File: src/rtl/pcap_pkg.sv
package pcap_pkg;
    typedef enum logic [1:0] {
        S_IDLE  = 2'd0,
        S_PULSE = 2'd1,
        S_TAIL  = 2'd2,
        S_PUSH  = 2'd3
    } cap_state_t;
endpackage

File: src/rtl/pcap_wptr.sv
module pcap_wptr #(
    parameter int A_W    = 10,
    parameter int SAMP_W = 8
) (
    input  logic                clk,
    input  logic                rst_n,
    input  logic                smp_valid,
    input  logic [SAMP_W-1:0]   smp_i,
    input  logic [SAMP_W-1:0]   smp_q,
    output logic                ram_we,
    output logic [A_W-1:0]      ram_addr,
    output logic [2*SAMP_W-1:0] ram_wdata
);
    logic [A_W-1:0] wptr_q;

    always_ff @(posedge clk) begin
        if (!rst_n)         wptr_q <= '0;
        else if (smp_valid) wptr_q <= wptr_q + 1'b1;
    end

    always_comb begin
        ram_we    = smp_valid;
        ram_addr  = wptr_q;
        ram_wdata = {smp_i, smp_q};
    end
endmodule

File: src/rtl/pcap_tstamp.sv
module pcap_tstamp #(
    parameter int TS_W = 32
) (
    input  logic            clk,
    input  logic            rst_n,
    output logic [TS_W-1:0] ts_now
);
    always_ff @(posedge clk) begin
        if (!rst_n) ts_now <= '0;
        else        ts_now <= ts_now + 1'b1;
    end
endmodule

File: src/rtl/pcap_fsm.sv
module pcap_fsm
    import pcap_pkg::*;
#(
    parameter int A_W  = 10,
    parameter int TS_W = 32,
    parameter int PRE  = 16,
    parameter int POST = 16
) (
    input  logic                    clk,
    input  logic                    rst_n,
    input  logic                    smp_valid,
    input  logic                    pulse_present,
    input  logic [A_W-1:0]          wptr,
    input  logic [TS_W-1:0]         ts_now,
    input  logic                    fifo_full,
    output logic                    fifo_we,
    output logic [TS_W+2*A_W-1:0]   fifo_wdata,
    output logic                    ovf_flag
);
    localparam int PC_W = $clog2(POST + 1);
    localparam logic [A_W-1:0]  PRE_A     = A_W'(PRE);
    localparam logic [PC_W-1:0] POST_LAST = PC_W'(POST - 1);

    cap_state_t      state, nstate;
    logic [TS_W-1:0] ts_q;
    logic [A_W-1:0]  start_q, end_q;
    logic [PC_W-1:0] post_q;
    logic            post_hit;

    // Is the current valid, pulse-low sample the last of the post window?
    always_comb begin
        if (state == S_PULSE) post_hit = (POST == 1);
        else                  post_hit = (post_q == POST_LAST);
    end

    always_comb begin
        nstate = state;
        unique case (state)
            S_IDLE:  if (smp_valid && pulse_present) nstate = S_PULSE;
            S_PULSE: if (smp_valid && !pulse_present)
                         nstate = post_hit ? S_PUSH : S_TAIL;
            S_TAIL:  if (smp_valid) begin
                         if (pulse_present) nstate = S_PULSE;
                         else if (post_hit) nstate = S_PUSH;
                     end
            S_PUSH:  nstate = S_IDLE;
            default: nstate = S_IDLE;
        endcase
    end

    always_ff @(posedge clk) begin
        if (!rst_n) state <= S_IDLE;
        else        state <= nstate;
    end

    always_ff @(posedge clk) begin
        if (!rst_n) begin
            ts_q     <= '0;
            start_q  <= '0;
            end_q    <= '0;
            post_q   <= '0;
            ovf_flag <= 1'b0;
        end else begin
            if (state == S_IDLE && smp_valid && pulse_present) begin
                ts_q    <= ts_now;
                start_q <= wptr - PRE_A;
            end
            if (state == S_PULSE && smp_valid && !pulse_present)
                post_q <= PC_W'(1);
            if (state == S_TAIL && smp_valid)
                post_q <= pulse_present ? '0 : post_q + 1'b1;
            if (nstate == S_PUSH && state != S_PUSH)
                end_q <= wptr;
            if (state == S_PUSH && fifo_full)
                ovf_flag <= 1'b1;
        end
    end

    always_comb begin
        fifo_we    = (state == S_PUSH) && !fifo_full;
        fifo_wdata = {ts_q, start_q, end_q};
    end
endmodule

File: src/rtl/pcap_ctrl.sv
module pcap_ctrl #(
    parameter int DEPTH_LOG2 = 10,
    parameter int SAMP_W     = 8,
    parameter int TS_W       = 32,
    parameter int PRE_CNT    = 16,
    parameter int POST_CNT   = 16
) (
    input  logic                         clk,
    input  logic                         rst_n,
    input  logic                         smp_valid,
    input  logic [SAMP_W-1:0]            smp_i,
    input  logic [SAMP_W-1:0]            smp_q,
    input  logic                         pulse_present,
    output logic                         ram_we,
    output logic [DEPTH_LOG2-1:0]        ram_addr,
    output logic [2*SAMP_W-1:0]          ram_wdata,
    input  logic                         fifo_full,
    output logic                         fifo_we,
    output logic [TS_W+2*DEPTH_LOG2-1:0] fifo_wdata,
    output logic                         ovf_flag
);
    logic [TS_W-1:0] ts_now;

    pcap_wptr #(.A_W(DEPTH_LOG2), .SAMP_W(SAMP_W)) u_wptr (
        .clk(clk), .rst_n(rst_n), .smp_valid(smp_valid),
        .smp_i(smp_i), .smp_q(smp_q),
        .ram_we(ram_we), .ram_addr(ram_addr), .ram_wdata(ram_wdata)
    );

    pcap_tstamp #(.TS_W(TS_W)) u_ts (
        .clk(clk), .rst_n(rst_n), .ts_now(ts_now)
    );

    pcap_fsm #(.A_W(DEPTH_LOG2), .TS_W(TS_W), .PRE(PRE_CNT), .POST(POST_CNT)) u_fsm (
        .clk(clk), .rst_n(rst_n), .smp_valid(smp_valid),
        .pulse_present(pulse_present), .wptr(ram_addr), .ts_now(ts_now),
        .fifo_full(fifo_full), .fifo_we(fifo_we), .fifo_wdata(fifo_wdata),
        .ovf_flag(ovf_flag)
    );
endmodule

File: config.mk
export PLATFORM = sky130hd
export DESIGN_NAME = pcap_ctrl
export DESIGN_NICKNAME = d
export VERILOG_FILES = /design/src/rtl/pcap_pkg.sv /design/src/rtl/pcap_wptr.sv /design/src/rtl/pcap_tstamp.sv /design/src/rtl/pcap_fsm.sv /design/src/rtl/pcap_ctrl.sv
export SDC_FILE = /design/constraint.sdc
export NUM_CORES = 1
export LEC_CHECK = 0
export BUFFER_PORTS_ARGS = -buffer_cell sky130_fd_sc_hd__buf_2
export CAP_MARGIN = 10
export CORE_MARGIN = 10
export CORE_UTILIZATION = 45
export DETAILED_ROUTE_END_ITERATION = 10
export PLACE_DENSITY_LB_ADDON = 0.3
export REMOVE_ABC_BUFFERS = 1
export SYNTH_ARGS = -nofsm -noshare
export SYNTH_HDL_FRONTEND = slang
export SYNTH_SLANG_ARGS = --single-unit
File: constraint.sdc
create_clock -name clk -period 2.6 [get_ports clk]
set_clock_uncertainty 0.05 [all_clocks]
set_input_delay 0.13 -clock clk [delete_from_list [all_inputs] [get_ports clk]]
set_output_delay 0.13 -clock clk [all_outputs]
set_load 0.05 [all_outputs]
# Word-level counts from Yosys, hierarchy flattened

Index checks and enable logic that the tools add are counted.

Flip-flop bits (word level): 102
Output and inout port bits: 81
Word-level logic and storage cells: 43

Add/subtract/negate cells: 4
Equality and inequality tests: 6
Multiplexer cells: 11
Reductions and logical operators: 14

Operator list:

| cell                                                 | number |
|---|---|
| adder 32 x 1 -> 32 bit (second input constant)       | 1 |
| 2-to-1 mux 5 bit                                     | 3 |
| adder 10 x 1 -> 10 bit (second input constant)       | 1 |
| logical AND 1 bit                                    | 10 |
| 2-to-1 mux 2 bit                                     | 5 |
| subtractor 10 x 5 -> 10 bit (second input constant)  | 1 |
| case mux 2 bit (4 select lines)                      | 1 |
| equality test 2 bit (second input constant)          | 3 |
| adder 5 x 1 -> 5 bit (second input constant)         | 1 |
| equality test 5 x 4 -> 1 bit (second input constant) | 1 |
| equality test 2 x 1 -> 1 bit (second input constant) | 1 |
| logical NOT 1 bit                                    | 2 |
| logical NOT 2 bit                                    | 1 |
| 2-to-1 mux 1 bit                                     | 2 |
| inequality test 2 bit (second input constant)        | 1 |
| nonzero test 2 bit                                   | 1 |

# Logic depth before layout (Yosys ltp)

Gate-level depths: netlist (run 1).

Depth after elaboration: 8
Mapped depth: 7
Gate-level depth less buffers: 6

# Modules after synthesis

From an unflattened synthesis (run 1), not the netlist that was laid out.

Cells, all modules: 518
Area, all modules: 4388.0 µm²

Modules (own cells, without submodules):

| module      | instances | cells each | area an instance (µm²) | seq. area each (µm²) |
|---|---|---|---|---|
| pcap_fsm    | 1         | 284        | 2331.0                 | 1201.2 |
| pcap_tstamp | 1         | 168        | 1466.4                 | 640.6 |
| pcap_wptr   | 1         | 66         | 590.6                  | 200.2 |

# Worst setup path after synthesis (run 1)

Ideal clock, no wire load.

Kind: reg-to-reg
Start: register u_ts.ts_now[0]
End: register u_ts.ts_now[22]
Library setup time: 70 ps
Data arrival time: 1952 ps
Data required time: 2480 ps
Path slack: 528 ps
Stages on the path, launching flop included: 7
Path buffers: 1
Cells stage by stage: dfxtp_1 -> ha_1 -> nand2_1 -> or4_1 -> buf_2 -> or4_1 -> a21oi_1

Longest elaborated chain between the ends: 1

RTL lines:

| element                | RTL line          | RTL |
|---|---|---|
| start, declared        | pcap_tstamp.sv:6  | `output logic [TS_W-1:0] ts_now` |
| start signal, assigned | pcap_tstamp.sv:10 | `else ts_now <= ts_now + 1'b1;` |
| adder 32 x 1 -> 32 bit | pcap_tstamp.sv:10 |  |

No other way between the ends.
A chain may end at the register's enable or synchronous reset.

# Worst setup path in the final report (run 1)

Same ends and word-level chain as after synthesis.

==> results of run 1 <==
power by group:
group	switching, mW	total (mW)	internal, mW	leakage, nW
Combinational	0.123	0.166	0.0427	0.895
Clock	0.528	1.00	0.476	0.0932
Sequential	0.0209	1.60	1.58	0.824
what timing repair did:
action | 4_1_cts | 5_1_grt
setup endpoints to repair | 0 | 1
resized for setup | 0 | 1
hold endpoints to repair | 1 | 0
hold buffers | 1 | 0
cells by family (layout without fill, tap and decap cells):
family | Yosys count | count (layout) | share of synthesized area (%)
adders and majority gates | 6 | 6 | 1.744
and+or+nand+nor | 224 | 224 | 25.15
buffers and inverters | 61 | 104 | 7.209
xor gates and xnor gates | 26 | 26 | 5.291
DFF | 102 | 102 | 47.44
muxes | 2 | 2 | 0.4651
AOI/OAI and AO/OA | 98 | 98 | 12.70
stage by stage:
step | cells | hold WS, ns | utilization, %
after detailed placement | 674 | 0.2104 | 49.91
after global routing | 691 | 0.03124 | 52.20
after global placement | 674 | 0.2104 | 49.91
final | 691 | 0.03262 | 52.20
after CTS | 691 | 0.02145 | 52.16
after floorplan | 470 | 0.2017 | -
synth_stat cells (7+ instances only):
cell type and n:
dfxtp_1 102, nand2_1 102, a21oi_1 68, nor2_1 40
clkbuf_1 26, nand3_1 23, buf_4 17, xnor2_1 15
or4_1 14, o31ai_1 12, inv_1 11, xor2_1 11
o21ai_0 9, nand4_1 7
cell type report:
| type | instances | area (um^2) | share of cell area (%) |
|---|---|---|---|
| clock buffers | 12 | 145.1 | 2.995 |
| clock inverters | 4 | 53.80 | 1.110 |
| inverters | 12 | 45.04 | 0.9295 |
| multi-input cells | 356 | 1973 | 40.72 |
| flip-flops and latches | 102 | 2042 | 42.14 |
| well taps | 129 | 161.4 | 3.331 |
| repair buffers | 76 | 425.4 | 8.779 |
placed cells by master (no fill, tap or decap), types with 12 or more instances in the layout:
master and instances:
a21oi_1 68, xnor2_1 15, nand3_1 23, dfxtp_1 102, nand2_1 102, or4_1 13, o31ai_1 12, buf_2 69
nor2_1 40
critical path, delay by kind of cell (launching register included):
| kind | cells | cell delay (ns) |
|---|---|---|
| AOI/OAI and AO/OA | 1 | 0.16 |
| and+or+nand+nor | 3 | 1.31 |
| DFF | 1 | 0.42 |
| adders and majority gates | 1 | 0.27 |
per-layer routing:
metal	up-vias	track usage, %	part of all wire (%)
li1	1836	-	-
met1	1672	16.70	45
met2	109	21.33	46
met3	12	5.180	8.1
met4	0	4.946	1.2
met5	-	1.103	0
final timing paths:
check	depth (start not counted)	endpoint	slack, ns	startpoint
max	5	u_ts.ts_now[22]	0.31	u_ts.ts_now[0]
min	2	u_fsm.post_q[3]	0.03	rst_n
max reg2reg	5	u_ts.ts_now[22]	0.31	u_ts.ts_now[0]
min reg2reg	2	u_fsm.ts_q[21]	0.40	u_fsm.ts_q[21]
registers in the layout, summed over array words and instances, names as in the netlist:
name and cells:
u_fsm.ts_q 32, u_fsm.ovf_flag 1, u_fsm.end_q 10, u_fsm.start_q 10, u_fsm.state 2, u_fsm.post_q 5, u_wptr.ram_addr 10, u_ts.ts_now 32
==> results.ini, run 1 <==
[cells_and_area]
drive_gt1_share_pct = 17.97
diodes = 0
syn_to_final_growth_pct = 12.59
nets = 584
fillers = 905
fin_area_mm2 = 0.004846

[worst_setup_path]
crit_slowest_cell = or4_4
path_class = register to register
cp-end-kind = register
crit_path_max_fanout = 17
arrival_ns = 2.54
max_stage_delay_ns = 0.64
startpoint_type = register
path_cells = ha_1 -> nand2_1 -> or4_4 -> or4_1 -> a21oi_1
critical_path_required_ns = 2.85

[pwr]
fin_total_pwr_mw = 2.770
leakage_nw = 1.812
vdd_ir_drop_max_mv = 0.3373
powerDensity_mw_per_mm2 = 571.5

[drt]
detail_route.wl_per_cell_um = 13.86
dr.pass1.iters = 4
vias = 3629
routed_via_density = 5.252
drt_iter0_markers = 201
ant_nets = 0
drt_wl_total_mm = 9.576
drc_errors = 0

[sta]
maxSlewHeadroom_pct = 56.97
setup_viol = 0
finalHoldViolCount = 0
fin_tns_setup_ns = 0
tightest_slew_ns = 0.6446
period_needed_ns = 2.287
rsz0062_at_grt = no
finalMaxSlewViolations = 0
setup_slack_ns = 0.3128
period_share_pct = 87.97
fmax_ghz = 0.4372

[logic_synthesis]
yosys_warnings = 0
yosys.area.top_type = dfxtp_1
synth_async_sr_flop_share_pct = 0
syn_inst = 519
netlist_top_cells_area = dfxtp_1 (47%), nand2_1 (8.9%), a21oi_1 (7.9%)
syn-mean-instance-area_um2 = 8.293
yosysSeqAreaShare_pct = 47.44
synth_seq_cells = 102
syn-cell-area_mm2 = 0.004304
synth_edf_count = 0
synth_top_flop_cell = dfxtp_1
yosysUniqueCellTypes = 41
synth_top_area_share_pct = 47.44

[cts]
tritoncts = done
cts.clk_slew.worst_paths_ns = 0.09
postCtsSetupRepairBufs = 0
clockRootBuffer = clkbuf_8
clock-sinks = 102
htree_levels = 3
insertion_delay_ns = 0.37
ctsLongestPathBuffers = 2
cts_buffers = 9

[placed_design]
placed_area_mm2 = 0.004633
gp_congestion = 0.8210
pre_cts_slack_ns = 0.1375
dp_hpwl_mm = 6.827
portBuffers = 69

[die]
dieArea_mm2 = 0.01388
start_util_pct = 46.36
core_area_mm2 = 0.009284
die_x_um = 117.8
rows = 35
io_pins = 102
dieHeight_um = 117.8

[grt]
grt_pass1_wl_mm = 16.44
grt_overflow = 0
grt_max_degree = 63
antenna_found_initial = 0
grt_use_total_pct = 13.68
grt_pass1_vias = 3499

[job]
drv_cap = 0

[worst_hold_path]
hold_class = input pin to register

[outcome]
status = finished, final reports clean

No activity file was read; power rests on OpenSTA's default activity.
==> inputs of run 2 (changes only) <==
Settings changed: PLACE_DENSITY from default to 0.75, PLACE_DENSITY_LB_ADDON 0.3 to default.
==> run 2 against run 1 <==
First-iteration DRC count shrank 14%. Die area is the same. Clock power grew 6%. Sequential power is essentially flat. Power grew 2.1%. Maximum frequency grew 0.75%. Utilization grew 0.39 points. Largest cell class unchanged.
==> results.ini, run 2 (synthesis gave the netlist of run 1 again) <==
[drt]
drt_wl_total_mm = 9.536  ; -0.42%
routed_via_density = 5.275  ; +0.43%
drc_errors = 0  ; unchanged
drt_iter0_markers = 173  ; -14%
dr.pass1.iters = 4  ; unchanged
ant_nets = 0  ; unchanged
detail_route.wl_per_cell_um = 13.78  ; -0.56%
vias = 3650  ; +0.58%

[grt]
grt_pass1_wl_mm = 16.19  ; -1.6%
grt_max_degree = 63  ; unchanged
antenna_found_initial = 0  ; unchanged
grt_use_total_pct = 13.43  ; -0.25 points
grt_pass1_vias = 3403  ; -2.7%
grt_overflow = 0  ; unchanged

[cells_and_area]
syn_to_final_growth_pct = 13.43
final_cell_mix = nand2_1 (102), dfxtp_1 (102), buf_2 (69)
diodes = 0  ; unchanged
nets = 585  ; +0.17%
largestRegisters = u_fsm.ts_q: 32 flops, u_ts.ts_now: 32 flops
drive_gt1_share_pct = 18.47  ; +0.50 points
seq_area_mm2 = 0.002042  ; unchanged
multiInputGateArea_mm2 = 0.001973  ; unchanged
fillers = 895  ; -1.1%

[pwr]
powerDensity_mw_per_mm2 = 578.9  ; +1.3%
fin_total_pwr_mw = 2.826  ; +2.1%
leakage_nw = 1.837  ; +1.4%
vdd_ir_drop_max_mv = 0.3168  ; -6.1%

[worst_setup_path]
crit_path_max_fanout = 17  ; unchanged
path_cells = ha_1 -> nand2_1 -> or4_4 -> or4_1 -> a21oi_1
path_buf_inv = 0  ; unchanged
startpoint_type = register
max_stage_delay_ns = 0.64  ; about the same
arrival_ns = 2.50  ; -0.04 ns
cp-end-kind = register
crit_slowest_cell = or4_4
path_class = register to register
critPathTopFamily = simple AND/OR/NAND/NOR gates
critical_path_required_ns = 2.83  ; -0.02 ns

[die]
die_x_um = 117.8  ; unchanged
dieHeight_um = 117.8  ; unchanged
start_util_pct = 46.36  ; unchanged
io_pins = 102  ; unchanged
core_area_mm2 = 0.009284  ; unchanged
rows = 35  ; unchanged
dieArea_mm2 = 0.01388  ; unchanged

[cts]
postCtsSetupRepairBufs = 0  ; unchanged
ctsLongestPathBuffers = 2  ; unchanged
insertion_delay_ns = 0.36  ; about the same
clockRootBuffer = clkbuf_8
clock-sinks = 102  ; unchanged
htree_levels = 3  ; unchanged
cts_buffers = 9  ; unchanged
cts.clk_slew.worst_paths_ns = 0.10  ; about the same
tritoncts = done

[job]
drv_cap = 0  ; unchanged

[placed_design]
dp_hpwl_mm = 6.687  ; -2.1%
pre_cts_slack_ns = 0.2135  ; +0.07599 ns
gp_congestion = 0.8189  ; -0.26%
portBuffers = 69  ; unchanged

[sta]
setup_slack_ns = 0.3298  ; +0.01708 ns
finalMaxSlewViolations = 0  ; unchanged
period_share_pct = 87.31  ; -0.66 points
period_needed_ns = 2.270  ; -0.01708 ns
fmax_ghz = 0.4405  ; +0.75%
tightest_slew_ns = 0.6418  ; -0.002797 ns
rsz0062_at_grt = no
setup_viol = 0  ; unchanged
finalHoldViolCount = 0  ; unchanged
maxSlewHeadroom_pct = 57.15  ; +0.19 points
fin_tns_setup_ns = 0  ; unchanged

[outcome]
status = finished, final reports clean

[worst_hold_path]
hold_class = input pin to register

==> run 2: final timing paths <==
path | start | end | slack (ns) | depth (start not counted)
max | u_ts.ts_now[1] | u_ts.ts_now[20] | 0.33 | 5
max reg2reg | u_ts.ts_now[1] | u_ts.ts_now[20] | 0.33 | 5
min reg2reg | u_fsm.ts_q[7] | u_fsm.ts_q[7] | 0.40 | 2
min | rst_n | u_fsm.post_q[3] | 0.03 | 2
==> run 2: per-stage QoR <==
stage	cell area [um^2]	hold WS (ns)	std cells	util [%]
finish	4882	0.03188	692	52.59
detailed placement	4653	0.2104	675	50.12
global placement	4653	0.2104	675	50.12
global route	4882	0.02705	692	52.59
CTS	4878	0.01432	692	52.55
floorplan	4039	0.2017	470	-
==> run 2: cell type report <==
class                      instances  area share (%)
tap                              129           3.306
sequential                       102           41.82
timing repair buffer              77           9.124
clock inverter                     5           1.307
multi-input combinational        356           40.42
clock buffer                      11           3.101
inverter                          12          0.9226
==> run 2: repair_timing <==
action | in CTS | in global routing
gates resized for setup | 0 | 1
endpoints found under the hold margin | 1 | 0
endpoints found under the setup margin | 0 | 1
hold buffers | 1 | 0
==> run 2: worst register-to-register path, stage by stage, from the launching register on <==
cell and delay [ns]:
dfxtp_1 0.43, ha_1 0.27, nand2_1 0.13, or4_4 0.64, or4_1 0.53, a21oi_1 0.15
==> run 2: power by group <==
group,internal (mW),switching [mW],leakage [nW]
logic,0.0446,0.124,0.906
clock network,0.509,0.548,0.107
registers,1.58,0.0219,0.824
==> run 2: layer usage <==
layer  share of wire, %  vias up  wire length, um  global-route usage, %
met5                  0        -                0                  1.103
met4               0.56        0               53                  3.168
met3                7.8        6              745                  5.564
met2                 45      116             4334                  21.12
met1                 46     1693             4402                  16.59
li1                   -     1835                -                      -
==> inputs of run 3 (changes only) <==
Settings changed: MAX_ROUTING_LAYER from default to met4.
==> run 3 against run 2 <==
Die area unchanged. Register-to-register slack barely moved. Clock power is essentially flat. Maximum frequency about the same. Setup slack got worse by 0.00084 ns. Via count decreased by 0.11%. Combinational power barely moved. Utilization stayed put. Wire length hardly changed. Largest cell class unchanged. Largest power group unchanged. Highest routed layer unchanged.
==> results.ini, run 3 (synthesis gave the netlist of run 1 again) <==
[sta]
fmax_ghz = 0.4403  ; about the same
period_share_pct = 87.35  ; about the same
fin_tns_setup_ns = 0  ; unchanged
setup_slack_ns = 0.3290  ; -0.0008370 ns
rsz0062_at_grt = no
setup_viol = 0  ; unchanged
finalHoldViolCount = 0  ; unchanged
maxSlewHeadroom_pct = 57.38  ; +0.22 points
period_needed_ns = 2.271  ; +0.0008370 ns
finalMaxSlewViolations = 0  ; unchanged
tightest_slew_ns = 0.6373  ; -0.004491 ns

[drt]
drc_errors = 0  ; unchanged
dr.pass1.iters = 5  ; +1
vias = 3646  ; -0.11%
detail_route.wl_per_cell_um = 13.78  ; about the same
drt_wl_total_mm = 9.538  ; about the same
drt_iter0_markers = 180  ; +4.0%
ant_nets = 0  ; unchanged
routed_via_density = 5.269  ; -0.11%

[worst_setup_path]
reg2reg_to = u_ts.ts_now[20]
path_class = register to register
r2r_cells = 5  ; unchanged
crit_slowest_cell = or4_4
crit_path_max_fanout = 17  ; unchanged
critical_path_required_ns = 2.84  ; about the same
ff2ff_setup_slack_ns = 0.33  ; about the same
arrival_ns = 2.51  ; about the same
worstReg2RegStart = u_ts.ts_now[1]
path_cells = ha_1 -> nand2_1 -> or4_4 -> or4_1 -> a21oi_1
max_stage_delay_ns = 0.64  ; about the same
cp-end-kind = register
startpoint_type = register

[die]
dieArea_mm2 = 0.01388  ; unchanged
core_area_mm2 = 0.009284  ; unchanged
die_x_um = 117.8  ; unchanged
rows = 35  ; unchanged
dieHeight_um = 117.8  ; unchanged
io_pins = 102  ; unchanged
start_util_pct = 46.36  ; unchanged

[placed_design]
gp_congestion = 0.8310  ; +1.5%
portBuffers = 69  ; unchanged
pre_cts_slack_ns = 0.2135  ; unchanged
dp_cells = 675  ; unchanged
placed_area_mm2 = 0.004653  ; unchanged
dp_hpwl_mm = 6.687  ; unchanged

[cts]
htree_levels = 3  ; unchanged
cts.clk_slew.worst_paths_ns = 0.10  ; about the same
postCtsSetupRepairBufs = 0  ; unchanged
clockRootBuffer = clkbuf_8
tritoncts = done
ctsLongestPathBuffers = 2  ; unchanged
insertion_delay_ns = 0.35  ; about the same
cts_buffers = 9  ; unchanged
clock-sinks = 102  ; unchanged

[worst_hold_path]
min_from = rst_n
worstHoldPathCells = 2  ; unchanged
hold-path-endpoint = u_fsm.post_q[3]
hold_class = input pin to register

[pwr]
power_frac_seq_pct = 56.6  ; about the same
clockPowerShare_pct = 37.4  ; about the same
leakage_nw = 1.837  ; unchanged
p_comb_share_pct = 5.9  ; about the same
p_sw_share_pct = 24.56  ; about the same
vdd_ir_drop_max_mv = 0.3177  ; +0.29%
p_int_mw = 2.133  ; about the same
p_sw_mw = 0.6944  ; +0.13%
powerDensity_mw_per_mm2 = 579.1  ; about the same

[grt]
grt_max_degree = 63  ; unchanged
antenna_found_initial = 0  ; unchanged
grt_pass1_wl_mm = 16.15  ; -0.22%
grt_pass1_vias = 3405  ; +0.059%
grt_use_total_pct = 13.82  ; +0.39 points
grt_overflow = 0  ; unchanged

[cells_and_area]
final_cell_count_no_fill = 692  ; unchanged
final_cell_mix = nand2_1 (102), dfxtp_1 (102), buf_2 (69)
drive_gt1_share_pct = 18.47  ; unchanged
diodes = 0  ; unchanged
syn_to_final_growth_pct = 13.43  ; unchanged
largestRegisters = u_fsm.ts_q: 32 flops, u_ts.ts_now: 32 flops
nets = 585  ; unchanged
fin_area_mm2 = 0.004882  ; unchanged

[outcome]
status = finished, final reports clean

[job]
drv_cap = 0  ; unchanged

-- run 3: timing repair --
action | 4_1_cts | 5_1_grt
setup endpoints to repair | 0 | 1
gates resized for setup | 0 | 1
hold buffers | 1 | 0
hold endpoints to repair | 1 | 0
-- run 3: how the worst max path moves through the flow --
stage                 endpoint      startpoint  cells past startpoint  slack (ns)
6_report       u_ts.ts_now[20]  u_ts.ts_now[1]                      5        0.33
5_1_grt        u_ts.ts_now[20]  u_ts.ts_now[1]                      5        0.22
4_1_cts        u_ts.ts_now[20]  u_ts.ts_now[1]                      5        0.15
3_5_place_dp   u_ts.ts_now[20]  u_ts.ts_now[1]                      5        0.21
3_3_place_gp   u_ts.ts_now[22]  u_ts.ts_now[0]                      5        0.28
2_1_floorplan   u_fsm.end_q[0]  u_fsm.state[1]                      4        0.11
-- run 3: metal layers --
layer  wire length (um)  vias up  track usage [%]
li1                   -     1834                -
met1               4407     1711            16.88
met2               4419       96            21.19
met3                649        5            5.180
met4                 61        0            3.168
met5                  0        -                -
-- run 3: layout make-up --
type,count,area [um^2]
clock inverter,5,63.81
multi-input combinational,356,1973
clock buffer,11,151.4
fill,895,4402
sequential,102,2042
timing repair buffer,77,445.4
tap,129,161.4
inverter,12,45.04
-- run 3: metrics by stage --
stage          hold slack (ns)  power (mW)  utilization, %
4_1_cts                0.01432       2.858           52.55
3_5_place_dp            0.2104       1.807           50.12
3_3_place_gp            0.2104       1.802           50.12
6_report               0.03149       2.827           52.59
5_1_grt                0.02439       2.942           52.59
2_1_floorplan           0.2017       1.740               -
-- run 3: worst max-delay path, delay by kind of cell (launching register included) --
kind / cells / cell delay [ns]
and+or+nand+nor: 3 / 1.30
DFF: 1 / 0.43
adders and majority gates: 1 / 0.27
AOI/OAI and AO/OA: 1 / 0.15
-- run 3: power by group through the flow --
stage	registers [mW]	logic, mW	clock network (mW)
global route	1.61	0.183	1.15
detailed placement	1.64	0.170	0
finish	1.60	0.168	1.06
global placement	1.64	0.167	0
CTS	1.60	0.171	1.09
floorplan	1.68	0.0647	0
